===== src/rtl/clkout_pkg.sv =====
package clkout_pkg;
    localparam int REG_W    = 8;
    localparam int EN_BIT   = 0;
    localparam int SEL_LSB  = 1;
    localparam int SEL_W    = 2;
    localparam int PRE_LSB  = 3;
    localparam int PRE_W    = 2;
    localparam int RSV_LSB  = 5;
    localparam int RSV_W    = 2;
    localparam int SRC_BIT  = 7;

    typedef enum logic [1:0] {
        UL_LOCKED,
        UL_KEY_SEEN,
        UL_OPEN
    } unlock_state_e;

    typedef enum logic [1:0] {
        OUT_OFF,
        OUT_DIVIDE,
        OUT_BAUD
    } out_mode_e;
endpackage


===== src/rtl/clkout_unlock.sv =====
module clkout_unlock
    import clkout_pkg::*;
#(
    parameter int               DATA_W = 8,
    parameter int               WINDOW = 4,
    parameter logic [DATA_W-1:0] KEY_A  = 8'hAA,
    parameter logic [DATA_W-1:0] KEY_B  = 8'h55
) (
    input  logic              clk,
    input  logic              rst_n,
    input  logic              wr_en,
    input  logic              wr_sel,
    input  logic [DATA_W-1:0] wr_data,
    output logic              grant
);
    localparam int WIN_W = $clog2(WINDOW + 1);

    unlock_state_e     state_q, state_d;
    logic [WIN_W-1:0]  win_q, win_d;

    // next-state logic
    always_comb begin
        state_d = state_q;
        win_d   = win_q;
        unique case (state_q)
            UL_LOCKED: begin
                if (wr_en && wr_sel && wr_data == KEY_A)
                    state_d = UL_KEY_SEEN;
            end
            UL_KEY_SEEN: begin
                if (wr_en) begin
                    if (wr_sel && wr_data == KEY_B) begin
                        state_d = UL_OPEN;
                        win_d   = WIN_W'(WINDOW);
                    end else begin
                        state_d = UL_LOCKED;
                    end
                end
            end
            UL_OPEN: begin
                if (wr_en || win_q == WIN_W'(1))
                    state_d = UL_LOCKED;
                else
                    win_d = win_q - WIN_W'(1);
            end
            default: state_d = UL_LOCKED;
        endcase
    end

    // state register
    always_ff @(posedge clk) begin
        if (!rst_n) begin
            state_q <= UL_LOCKED;
            win_q   <= '0;
        end else begin
            state_q <= state_d;
            win_q   <= win_d;
        end
    end

    // outputs
    always_comb begin
        grant = (state_q == UL_OPEN);
    end
endmodule


===== src/rtl/clkout_reg.sv =====
module clkout_reg
    import clkout_pkg::*;
#(
    parameter logic [REG_W-1:0] RESET_VAL = 8'h60
) (
    input  logic             clk,
    input  logic             rst_n,
    input  logic             wr_accept,
    input  logic [REG_W-1:0] wr_data,
    input  logic             sw_init,
    output logic [REG_W-1:0] q
);
    always_ff @(posedge clk) begin
        if (!rst_n) begin
            q <= RESET_VAL;
        end else if (wr_accept) begin
            q[SRC_BIT]               <= wr_data[SRC_BIT];
            q[RSV_LSB +: RSV_W]      <= '1;
            q[SEL_LSB +: SEL_W]      <= wr_data[SEL_LSB +: SEL_W];
            q[EN_BIT]                <= wr_data[EN_BIT];
            if (sw_init)
                q[PRE_LSB +: PRE_W]  <= wr_data[PRE_LSB +: PRE_W];
        end
    end
endmodule


===== src/rtl/clkout_gen.sv =====
module clkout_gen
    import clkout_pkg::*;
#(
    parameter int SW = 2
) (
    input  logic          clk,
    input  logic          rst_n,
    input  logic          enable,
    input  logic          baud_src,
    input  logic [SW-1:0] div_sel,
    input  logic          baud_pulse,
    output logic          active,
    output logic          clk_out
);
    localparam int HALF_W = SW + 1;

    out_mode_e          mode_q, mode_d;
    logic [HALF_W-1:0]  cnt_q, half_q, sel_half;
    logic               div_lvl_q, baud_lvl_q;

    always_comb begin
        sel_half = HALF_W'(div_sel) + HALF_W'(1);
        if (!enable)
            mode_d = OUT_OFF;
        else if (baud_src)
            mode_d = OUT_BAUD;
        else
            mode_d = OUT_DIVIDE;
    end

    // state register with divider and baud toggle
    always_ff @(posedge clk) begin
        if (!rst_n) begin
            mode_q     <= OUT_OFF;
            cnt_q      <= '0;
            half_q     <= HALF_W'(1);
            div_lvl_q  <= 1'b0;
            baud_lvl_q <= 1'b0;
        end else begin
            mode_q <= mode_d;
            if (mode_q != mode_d) begin
                cnt_q      <= '0;
                half_q     <= sel_half;
                div_lvl_q  <= 1'b0;
                baud_lvl_q <= 1'b0;
            end else begin
                unique case (mode_q)
                    OUT_DIVIDE: begin
                        if (cnt_q == half_q - HALF_W'(1)) begin
                            cnt_q     <= '0;
                            div_lvl_q <= ~div_lvl_q;
                            if (!div_lvl_q)
                                half_q <= sel_half;
                        end else begin
                            cnt_q <= cnt_q + HALF_W'(1);
                        end
                    end
                    OUT_BAUD: begin
                        if (baud_pulse)
                            baud_lvl_q <= ~baud_lvl_q;
                    end
                    default: ;
                endcase
            end
        end
    end

    // outputs
    always_comb begin
        active  = (mode_q != OUT_OFF);
        unique case (mode_q)
            OUT_DIVIDE: clk_out = div_lvl_q;
            OUT_BAUD:   clk_out = baud_lvl_q;
            default:    clk_out = 1'b0;
        endcase
    end
endmodule


===== src/rtl/clkout_ctrl.sv =====
module clkout_ctrl
    import clkout_pkg::*;
#(
    parameter int               WINDOW    = 4,
    parameter logic [REG_W-1:0] KEY_A     = 8'hAA,
    parameter logic [REG_W-1:0] KEY_B     = 8'h55,
    parameter logic [REG_W-1:0] RESET_VAL = 8'h60
) (
    input  logic             clk,
    input  logic             rst_n,
    input  logic             wr_en,
    input  logic             wr_sel,
    input  logic [REG_W-1:0] wr_data,
    output logic [REG_W-1:0] rd_data,
    input  logic             sw_init,
    input  logic             baud_pulse,
    input  logic             alt_out,
    input  logic             alt_oe,
    output logic             pad_out,
    output logic             pad_oe,
    output logic             clk_owner
);
    logic             grant;
    logic             wr_accept;
    logic [REG_W-1:0] ctrl_q;
    logic             gen_active;
    logic             gen_clk;

    clkout_unlock #(
        .DATA_W (REG_W),
        .WINDOW (WINDOW),
        .KEY_A  (KEY_A),
        .KEY_B  (KEY_B)
    ) i_unlock (
        .clk     (clk),
        .rst_n   (rst_n),
        .wr_en   (wr_en),
        .wr_sel  (wr_sel),
        .wr_data (wr_data),
        .grant   (grant)
    );

    assign wr_accept = grant && wr_en && !wr_sel;

    clkout_reg #(
        .RESET_VAL (RESET_VAL)
    ) i_reg (
        .clk       (clk),
        .rst_n     (rst_n),
        .wr_accept (wr_accept),
        .wr_data   (wr_data),
        .sw_init   (sw_init),
        .q         (ctrl_q)
    );

    clkout_gen #(
        .SW (SEL_W)
    ) i_gen (
        .clk        (clk),
        .rst_n      (rst_n),
        .enable     (ctrl_q[EN_BIT]),
        .baud_src   (ctrl_q[SRC_BIT]),
        .div_sel    (ctrl_q[SEL_LSB +: SEL_W]),
        .baud_pulse (baud_pulse),
        .active     (gen_active),
        .clk_out    (gen_clk)
    );

    // pin ownership select
    always_comb begin
        rd_data   = ctrl_q;
        clk_owner = gen_active;
        pad_out   = gen_active ? gen_clk : alt_out;
        pad_oe    = gen_active ? 1'b1    : alt_oe;
    end
endmodule


===== config.mk =====
export PLATFORM = sky130hd
export DESIGN_NAME = clkout_ctrl
export DESIGN_NICKNAME = d
export VERILOG_FILES = /design/src/rtl/clkout_pkg.sv /design/src/rtl/clkout_unlock.sv /design/src/rtl/clkout_reg.sv /design/src/rtl/clkout_gen.sv /design/src/rtl/clkout_ctrl.sv
export SDC_FILE = /design/constraint.sdc
export NUM_CORES = 1
export LEC_CHECK = 0
export BUFFER_PORTS_ARGS = -buffer_cell sky130_fd_sc_hd__buf_2
export CAP_MARGIN = 25
export CORE_MARGIN = 3
export CORE_UTILIZATION = 47
export CTS_CLUSTER_DIAMETER = 50
export DETAILED_ROUTE_END_ITERATION = 10
export GPL_TIMING_DRIVEN = 1
export PLACE_DENSITY = 0.84
export SETUP_SLACK_MARGIN = 0.15
export SYNTH_ARGS = -nofsm -noshare
export SYNTH_HDL_FRONTEND = slang
export SYNTH_SLANG_ARGS = --single-unit

===== constraint.sdc =====
create_clock -name clk -period 1.65 [get_ports clk]
set_clock_uncertainty 0.2 [all_clocks]
set_input_delay 0.495 -clock clk [delete_from_list [all_inputs] [get_ports clk]]
set_output_delay 0.495 -clock clk [all_outputs]
set_load 0.01 [all_outputs]

[Word-level counts from Yosys, hierarchy flattened]
Index checks and enable logic that the tools add are counted.
Word-level totals
  register bits after elaboration: 21
  output and inout bits: 11
  logic and storage cells: 69
Cells by class
  add/sub/neg operators: 4
  equal/unequal tests: 15
  multiplexer cells: 19
  bitwise logic cells: 3
  reduce and logical (&&, ||, !) cells: 19
Operators with widths (number)
  two-way mux 3 bit: 8
  two-way mux 2 bit: 6
  == test 8 x 7 -> 1 bit, second input constant: 1
  == test 8 bit, second input constant: 1
  nonzero test 2 bit: 4
  != test 2 x 1 -> 1 bit, second input constant: 3
  != test 2 bit, second input constant: 3
  case mux 2 bit (3 select lines): 1
  case mux 3 bit (2 select lines): 1
  AND reduction 2 bit: 3
  AND reduction 3 bit: 2
  subtractor 3 x 1 -> 3 bit, second input constant: 2
  logical AND 1 bit: 5
  == test 2 x 1 -> 1 bit, second input constant: 2
  == test 2 bit, second input constant: 2
  AND reduction 4 bit: 1
  adder 2 x 1 -> 3 bit, second input constant: 1
  adder 3 x 1 -> 3 bit, second input constant: 1
  == test 3 x 1 -> 1 bit, second input constant: 1
  == test 3 bit: 1
  inverter 1 bit: 3
  logical NOT 2 bit: 1
  two-way mux 1 bit: 2
  != test 2 bit: 1
  other kinds (4): 4

[Depth between registers and ports, before layout]
Gate-level depths: netlist of the first run.
  word-level depth: 5
  depth in mapped cells: 6
  mapped depth without buffers: 6

[Modules after synthesis]
From an unflattened synthesis of the first run, not the netlist that was laid out.
Unflattened totals
  cells, all modules: 123
  area total of the unflattened synthesis: 1178.6 sq um
By module, submodules not included
  clkout_gen: times used 1, cells an instance 59, area an instance 561.8 sq um
  clkout_unlock: times used 1, cells an instance 36, area an instance 325.3 sq um
  clkout_reg: times used 1, cells an instance 25, area an instance 261.5 sq um
  clkout_ctrl: times used 1, cells an instance 3, area an instance 30.0 sq um

[Worst setup path before layout of the first run]
No wires, ideal clock.
  path kind: reg2out
  start: register i_gen.mode_q[1]
  end: output pad_out
  arrival time: 1.105 ns
  required time: 0.955 ns
  setup slack: -0.150 ns
  cell stages (with the launch flop): 6
  path buffers: 0
  cells stage by stage: dfxtp_1 -> inv_1 -> ha_1 -> a22o_1 -> nand2_1 -> o21ai_0
On the way
  longest elaborated chain between the ends: 3
Ends and longest elaborated chain
  start: declaration: line clkout_gen.sv:17  | out_mode_e mode_q, mode_d;
  start signal: assignment: line clkout_gen.sv:40  | mode_q <= mode_d;
  == test 2 bit or == test 2 x 1 -> 1 bit (tied branches): line clkout_gen.sv:71  | unique case (mode_q)
  case mux 1 bit (2 select lines): line clkout_gen.sv:71
  two-way mux 1 bit (*): line clkout_ctrl.sv:73  | pad_out = gen_active ? gen_clk : alt_out;
  end: declaration: line clkout_ctrl.sv:19  | output logic pad_out,
Every way passes the cells marked *; elsewhere a longest branch is shown, timed or not.

[Worst setup path after layout of the first run]
Same ends and word-level chain as after synthesis.

==> results.txt, run 1 <==
- The run finished, with violations left.
- The checks that failed: negative setup slack.
* Hold Startpoint: sw_init
- The tightest hold path in the finished design has a slack of roughly 0.26 ns.
* Clock buffer count from CTS: 3
- Global Route met3 Usage: 0.0537
* Post-synthesis area per instance: about 9 um^2
- Once routing completed, OpenROAD measured the worst setup slack at -0.406 ns.
- Post-synth top area share: 0.368
* CP Max Fanout: 3
* Number of warnings reported in the yosys synthesis log: 0
- Of the total synthesized cell area, the portion taken by AND, OR, NAND and NOR gates is 0.243.
- From synthesis to final layout, the design area changed by 54.4%.
* Wire length of the first global-routing pass: 4600 um
- Slack of the worst reg-to-reg path: -0.23 ns
* Top cells by instance count after synthesis: dfxtp_1, nand2_1, nor2_1, inv_1, ha_1
- Clk pwr share: 0.299
- For this run the aggregate overflow at the end of global routing stands at 0.
* Kind of critical path: reg -> out
- The most critical setup path has its startpoint at i_gen.mode_q[1].
* Via density per instance: around 5.2
- After synthesis, the share of flip-flops with an asynchronous set or reset is 0.
- Of the total synthesized cell area, the portion taken by full adders, half adders and majority gates is 0.0875.
- The layer flagged by global routing as most heavily used is met2.
* Residual DRC: 0
* Insertion delay to the later sink of the worst-skew pair: about 0.30 ns
- After clock tree synthesis, the flow added hold-fix buffers numbering 0.
* Instance count of the mapped netlist: between 100 and 150
- Number of nets still failing antenna checks after routing: 0
* Number of search-and-repair iterations in the first detailed-routing pass: 3
- Counting along the longest clock path gives a buffer depth of 2.
- Pin count of the biggest net entering global routing: 12
- The floorplan has 17 rows.
* Fraction of the yosys area taken by sequential cells: 0.368
- Final-stage net count: 199
* Met1 demand-to-capacity share in global routing: 0.199
- Pwr dens: between 400 and 500 nW/um^2
- Leakage power summed over all cells: between 0.7 and 0.8 nW
- Class of the tightest hold or removal check: in -> reg
- Of the total synthesized cell area, the portion taken by XOR and XNOR cells is 0.0656.
* Post-layout util: 0.783
- Total count of max-transition violations in the final report: 0
- dfxtp_1 takes more of the synthesized area than any other cell.
- Yosys mapped a number of flops with a built-in enable equal to 0.
* Worst hold path cell count: 3
- Library cell used as clock root buffer: clkbuf_4
- Summing all non-filler instances in the final layout gives an area of between 1500 and 2000 um^2.
- The path with the worst hold slack has its endpoint at i_reg.q[4].
- In the final routed layout, each cell accounts on average for approximately 15 um.
- The worst-case IR drop observed on VDD is 0.535 mV.
- The number of global-route vias before repair was between 1000 and 1500.
- The most used flip-flop cell after synthesis is dfxtp_1.
- TritonCTS clock tree: done
* Worst endpoint data arrival time: approximately 1.4 ns
* Cell types with the largest area share after synthesis: dfxtp_1, ha_1, mux2i_1
* Antenna violations before repair: 0
- Iter 0 DRT Violations: 31
- Of the cells placed in the final design, the portion with a size suffix greater than 1 is 0.552.
* Internal power of the cells: 638 uW
- Die width: between 50 and 60 um
- Height of the die: between 50 and 60 um
- Effective utilization at floorplan: 0.507
- Max Cap Viol: 0
- For this block, the via count after detailed routing is ~1100.
- Post-route setup TNS: -1.83 ns
* Placed standard-cell area: around 1400 um^2
* H-tree levels: 1
- Count of input and output buffers: 24
* Clock sink total: 21
- The analysis attributes to net switching a power of a little under 200 uW.
* Final cycle utilization of the critical path: 1.25
- Worst R2R Path Depth: 5
- Worst-path clk slew: about 0.12 ns
- The congestion estimate from routability-driven global placement came to a little under 0.8.
- Worst reg2reg path startpoint: i_gen.mode_q[1]
- Category of the worst setup path launch point: flip-flop
* Layout fillers: ~150
* Endpoint of the lowest-slack register-to-register path: i_gen.half_q[0]
* Multiplexer fraction of the synthesized cell area: 0.0842
* N_diodes: 0
- CP Capture Type: output pin
* Routed wire length: 2960 um
- Post-synthesis cell type count: 36
- Most instantiated library cell after synthesis: dfxtp_1
- In the global route stage, met2 resource usage came out at 0.350.
- FMAX: ~0.49 GHz
- Hold Fails Final Rpt: 0
- The routed design could run at a clock period as short as 2.06 ns.
- At the worst endpoint, the required time is around 0.95 ns.
* Area of the core: ~2300 um^2
* GRT Overall Usage: 0.187
* Detail Placement HPWL: 1940 um
- Of the total power, the share spent switching nets is 0.236.
- Top-level port count: 27
- Compound-Gate Fraction of Synth Area: 0.0755
- Logic gate share of total power: 0.098
- The synthesized design contains 21 register bits.
- Summing every instance area after synthesis gives ~1100 um^2.
- Combinational family with the most area after synthesis: simple AND/OR/NAND/NOR gates
- Setup repair after global routing could not meet its margin everywhere.
- The share of total power dissipated in sequential elements is 0.603.
- Setup violations remaining at the end of the flow were counted as 11.
- The floorplan step defined a die boundary enclosing 3060 um^2.
-- how the worst max path moves through the flow --
stage | to | slack, ns | cells past startpoint
floorplan | i_gen.half_q[0] | -0.14 | 6
global placement | pad_out | -0.11 | 6
detailed placement | i_gen.half_q[0] | -0.18 | 6
CTS | pad_out | -0.38 | 6
global route | pad_out | -0.49 | 6
finish | pad_out | -0.41 | 6
-- worst max-delay path, stage by stage, from the launching register on --
cell and delay, ns:
dfxtp_4 0.39, inv_4 0.05, ha_4 0.15, a22o_1 0.21, nand2_1 0.06, o21ai_1 0.06, buf_2 0.13
-- logic make-up after synthesis --
kind of cell,Yosys count
buffers and inverters,16
and+or+nand+nor,51
other,1
AOI/OAI and AO/OA,13
adders and majority gates,8
xor gates and xnor gates,7
DFF,21
muxes,9
-- power groups by stage --
stage / Sequential, mW / Combinational, mW / Clock, mW
after floorplan: 0.518 / 0.0264 / 0
after global placement: 0.518 / 0.0571 / 0
after detailed placement: 0.518 / 0.0603 / 0
after CTS: 0.506 / 0.0631 / 0.258
after global routing: 0.503 / 0.0878 / 0.282
final: 0.503 / 0.0816 / 0.250
-- registers in the layout, summed over array words and instances, names as in the netlist --
name	cells
i_gen.half_q	3
i_gen.baud_lvl_q	1
i_unlock.win_q	3
i_reg.q	6
i_gen.mode_q	2
i_gen.div_lvl_q	1
i_gen.cnt_q	3
i_unlock.state_q	2
-- final cells by class --
type	count	area, um^2	area share
repair buffers	50	389	0.220
flip-flops and latches	21	440	0.249
multi-input cells	90	836	0.473
clock buffers	4	26.3	0.0149
well taps	28	35.0	0.0198
inverters	9	38.8	0.0220
-- repair_timing --
item	CTS	global route
resized for setup	30	35
pin swaps	8	10
setup endpoints to repair	19	28
buffers inserted	5	1
-- layer usage --
metal	vias to the layer above	wire, um
met5	-	0
met4	0	77
met3	7	170
met2	33	1590
met1	492	1110
li1	520	-
-- metrics by stage --
| step | std cells | power [mW] | setup slack (ns) |
|---|---|---|---|
| after floorplan | 127 | 0.545 | -0.138 |
| after global placement | 192 | 0.575 | -0.109 |
| after detailed placement | 192 | 0.579 | -0.183 |
| after CTS | 201 | 0.827 | -0.377 |
| after global routing | 202 | 0.873 | -0.490 |
| final | 202 | 0.834 | -0.406 |
-- cell usage in the layout, fill, tap and decap left out, types with 2 or more instances in the layout --
cell / n
conb_1: 2
nor4bb_4: 4
o21ai_1: 2
inv_1: 4
ha_4: 4
nand2b_1: 3
clkbuf_4: 3
a21oi_1: 3
a21oi_2: 3
buf_2: 17
inv_4: 2
buf_6: 15
xor2_1: 4
dfxtp_4: 2
ha_1: 4
nor2_4: 2
mux2i_1: 7
dfxtp_1: 9
nand3_2: 2
dfxtp_2: 10
inv_2: 3
nand3_1: 4
nand2_1: 14
buf_4: 18
nor2_1: 8
(Power assumes the default switching activity.)
==> run 2: changes to the inputs <==
--- a/config.mk
+++ b/config.mk
@@ -5,14 +5,14 @@
 export SDC_FILE = /design/constraint.sdc
 export NUM_CORES = 1
 export LEC_CHECK = 0
-export BUFFER_PORTS_ARGS = -buffer_cell sky130_fd_sc_hd__buf_2
 export CAP_MARGIN = 25
 export CORE_MARGIN = 3
-export CORE_UTILIZATION = 47
+export CORE_UTILIZATION = 55
 export CTS_CLUSTER_DIAMETER = 50
 export DETAILED_ROUTE_END_ITERATION = 10
+export DONT_BUFFER_PORTS = 1
 export GPL_TIMING_DRIVEN = 1
-export PLACE_DENSITY = 0.84
+export PLACE_DENSITY = 0.83
 export SETUP_SLACK_MARGIN = 0.15
 export SYNTH_ARGS = -nofsm -noshare
 export SYNTH_HDL_FRONTEND = slang
==> results.txt, run 2 (same netlist as run 1, synthesis figures left out) <==
- The run finished, with violations left.
- Violations in the final reports: negative setup slack
* Number of flip-flops under the largest register name: 6
- The number of global-route vias before repair is about 1100.
* Placed insts: approximately 160
* Residual DRC: 0
- Across the VDD grid, the largest voltage drop is roughly 0.66 mV.
* Final-stage net count: 170
- Buffers from clock root to sink, at most: 2
- The finished layout holds 170 standard cells, fillers aside.
* Unrepaired setup endpoints after global routing: yes
- Clock-pin slew was measured on the worst setup and hold paths at roughly 0.12 ns.
* Leakage power summed over all cells: between 0.5 and 0.6 nW
- Antenna violations before repair: 0
* Share of final-layout standard cells stronger than drive strength 1: 0.476
- Class of the tightest hold or removal check: in -> reg
- Final cycle utilization of the critical path: 1.18
* Minimum clock period after layout: 1.95 ns
* Commonest non-fill, non-tap cells in the layout: nand2_1, buf_4, dfxtp_1
- Setup slack on the critical path of the routed design comes to -0.302 ns.
- Setup violations remaining at the end of the flow were counted as 11.
- Pwr dens: around 510 nW/um^2
* TritonCTS clock tree: done
- Across every metal layer, demand over resource in global routing totals 0.212.
- Effective utilization at floorplan: 0.622
* Top-level port count: 27
- Placed standard-cell area: around 1200 um^2
- The first TritonRoute pass finished after 4 iterations.
- After routing the design area is approximately 1500 um^2.
- Once detailed placement completed, the half-perimeter wirelength came to 1730 um.
- CP Max Fanout: 3
- The number of buffers and inverters on the critical path is 1.
* Number of nets still failing antenna checks after routing: 0
* Reg with most FFs: i_reg.q
- Max Cap Viol: 0
- Kind of critical path: reg -> out
* Die footprint: approximately 2700 um^2
* Via count: about 960
- After global routing the overflow that remains totals 0.
* Hold-fix buffers, CTS: 0
* Area Growth Syn to Fin: 33.6%
- The critical path goes through inv_4 -> ha_4 -> a22o_1 -> nand2_1 -> o21ai_2.
* Dominant delay contributor by cell family on the critical path: flip-flops
- Measured on the finished design, the core utilization comes to 0.831.
- For this block, the initial DRC count from the detailed router was 14.
- At the end of routability-driven placement, the weighted congestion stood at roughly 0.82.
* H-tree levels: 1
* Slowest cell on the critical path: dfxtp_4
- Clock buffer count from CTS: 3
- Worst slack on hold paths: 0.0912 ns
- N_diodes: 0
- Clock sink total: 21
- Design Power: 781 uW
- Height of the die: ~52 um
- The floorplan has 15 rows.
- Data required time at the worst endpoint: 0.95 ns
* Worst endpoint data arrival time: 1.26 ns
- The final-report max-slew violation count was 0.
- Wire length of the first global-routing pass: roughly 4300 um
- On the worst path, the slowest cell contributes a delay of roughly 0.4 ns.
- CP Capture Type: output pin
- In this run the standard cell core region covers about 1800 um^2.
- Routed wire length: roughly 2800 um
* Category of the worst setup path launch point: flip-flop
- Dividing the detail-routed wire length by the instance count gives 16.5 um.
- In this run the clock root is driven by a clkbuf_4.
- Count of input and output buffers: 0
* Via density per instance: ~5.6
- For this run, the top clock speed supported by timing is 0.512 GHz.
- For the worst-skew pair, the clock arrives at the later sink with an insertion delay of approximately 0.31 ns.
- The floorplan step set the die width to 51.6 um.
- Pin count of the biggest net entering global routing: 13
* Hold Fails Final Rpt: 0
==> run 2: changes by cell type in the layout (fill, tap and decap cells not counted), sizes merged <==
cell	change
buf	-29
clkbuf	-1
clkinv	+1
==> run 2: per-stage QoR <==
step	worst slack [ns]	setup TNS [ns]
3_5_place_dp	-0.152	-0.583
6_report	-0.302	-1.06
3_3_place_gp	-0.0988	-0.367
4_1_cts	-0.308	-1.10
2_1_floorplan	-0.138	-0.211
5_1_grt	-0.376	-1.79
==> run 2: cell type report <==
| type | count | area (um^2) |
|---|---|---|
| multi-input combinational | 90 | 802 |
| sequential | 21 | 442 |
| fill | 116 | 312 |
| timing repair buffer | 21 | 184 |
| inverter | 9 | 41.3 |
| tap | 25 | 31.3 |
| clock buffer | 3 | 22.5 |
| clock inverter | 1 | 5.00 |
==> run 2: worst paths after layout <==
check        slack (ns)                  end  cells past startpoint                 from
min                0.09      i_gen.div_lvl_q                      2                rst_n
max reg2reg       -0.19      i_gen.half_q[0]                      5      i_gen.mode_q[1]
max               -0.30              pad_out                      5      i_gen.mode_q[1]
min reg2reg        0.27  i_unlock.state_q[0]                      1  i_unlock.state_q[1]
==> run 2: power breakdown <==
group	total [mW]	internal (mW)	switching, mW
clock	0.253	0.0907	0.163
sequential	0.502	0.502	0.0000465
combinational	0.0260	0.0122	0.0138
==> run 2: timing repair <==
action                                 CTS  global route
endpoints found under the hold margin    0             0
setup endpoints to repair               21            23
pin swaps                                9             9
setup buffers                            6             1
gates resized for setup                 32            22
==> run 2: routing by layer <==
metal / global-route usage / routed length (um) / up-vias
li1: - / - / 459
met1: 0.208 / 1010 / 452
met2: 0.424 / 1570 / 39
met3: 0.0372 / 164 / 7
met4: 0.0917 / 59 / 0
met5: 0 / 0 / -
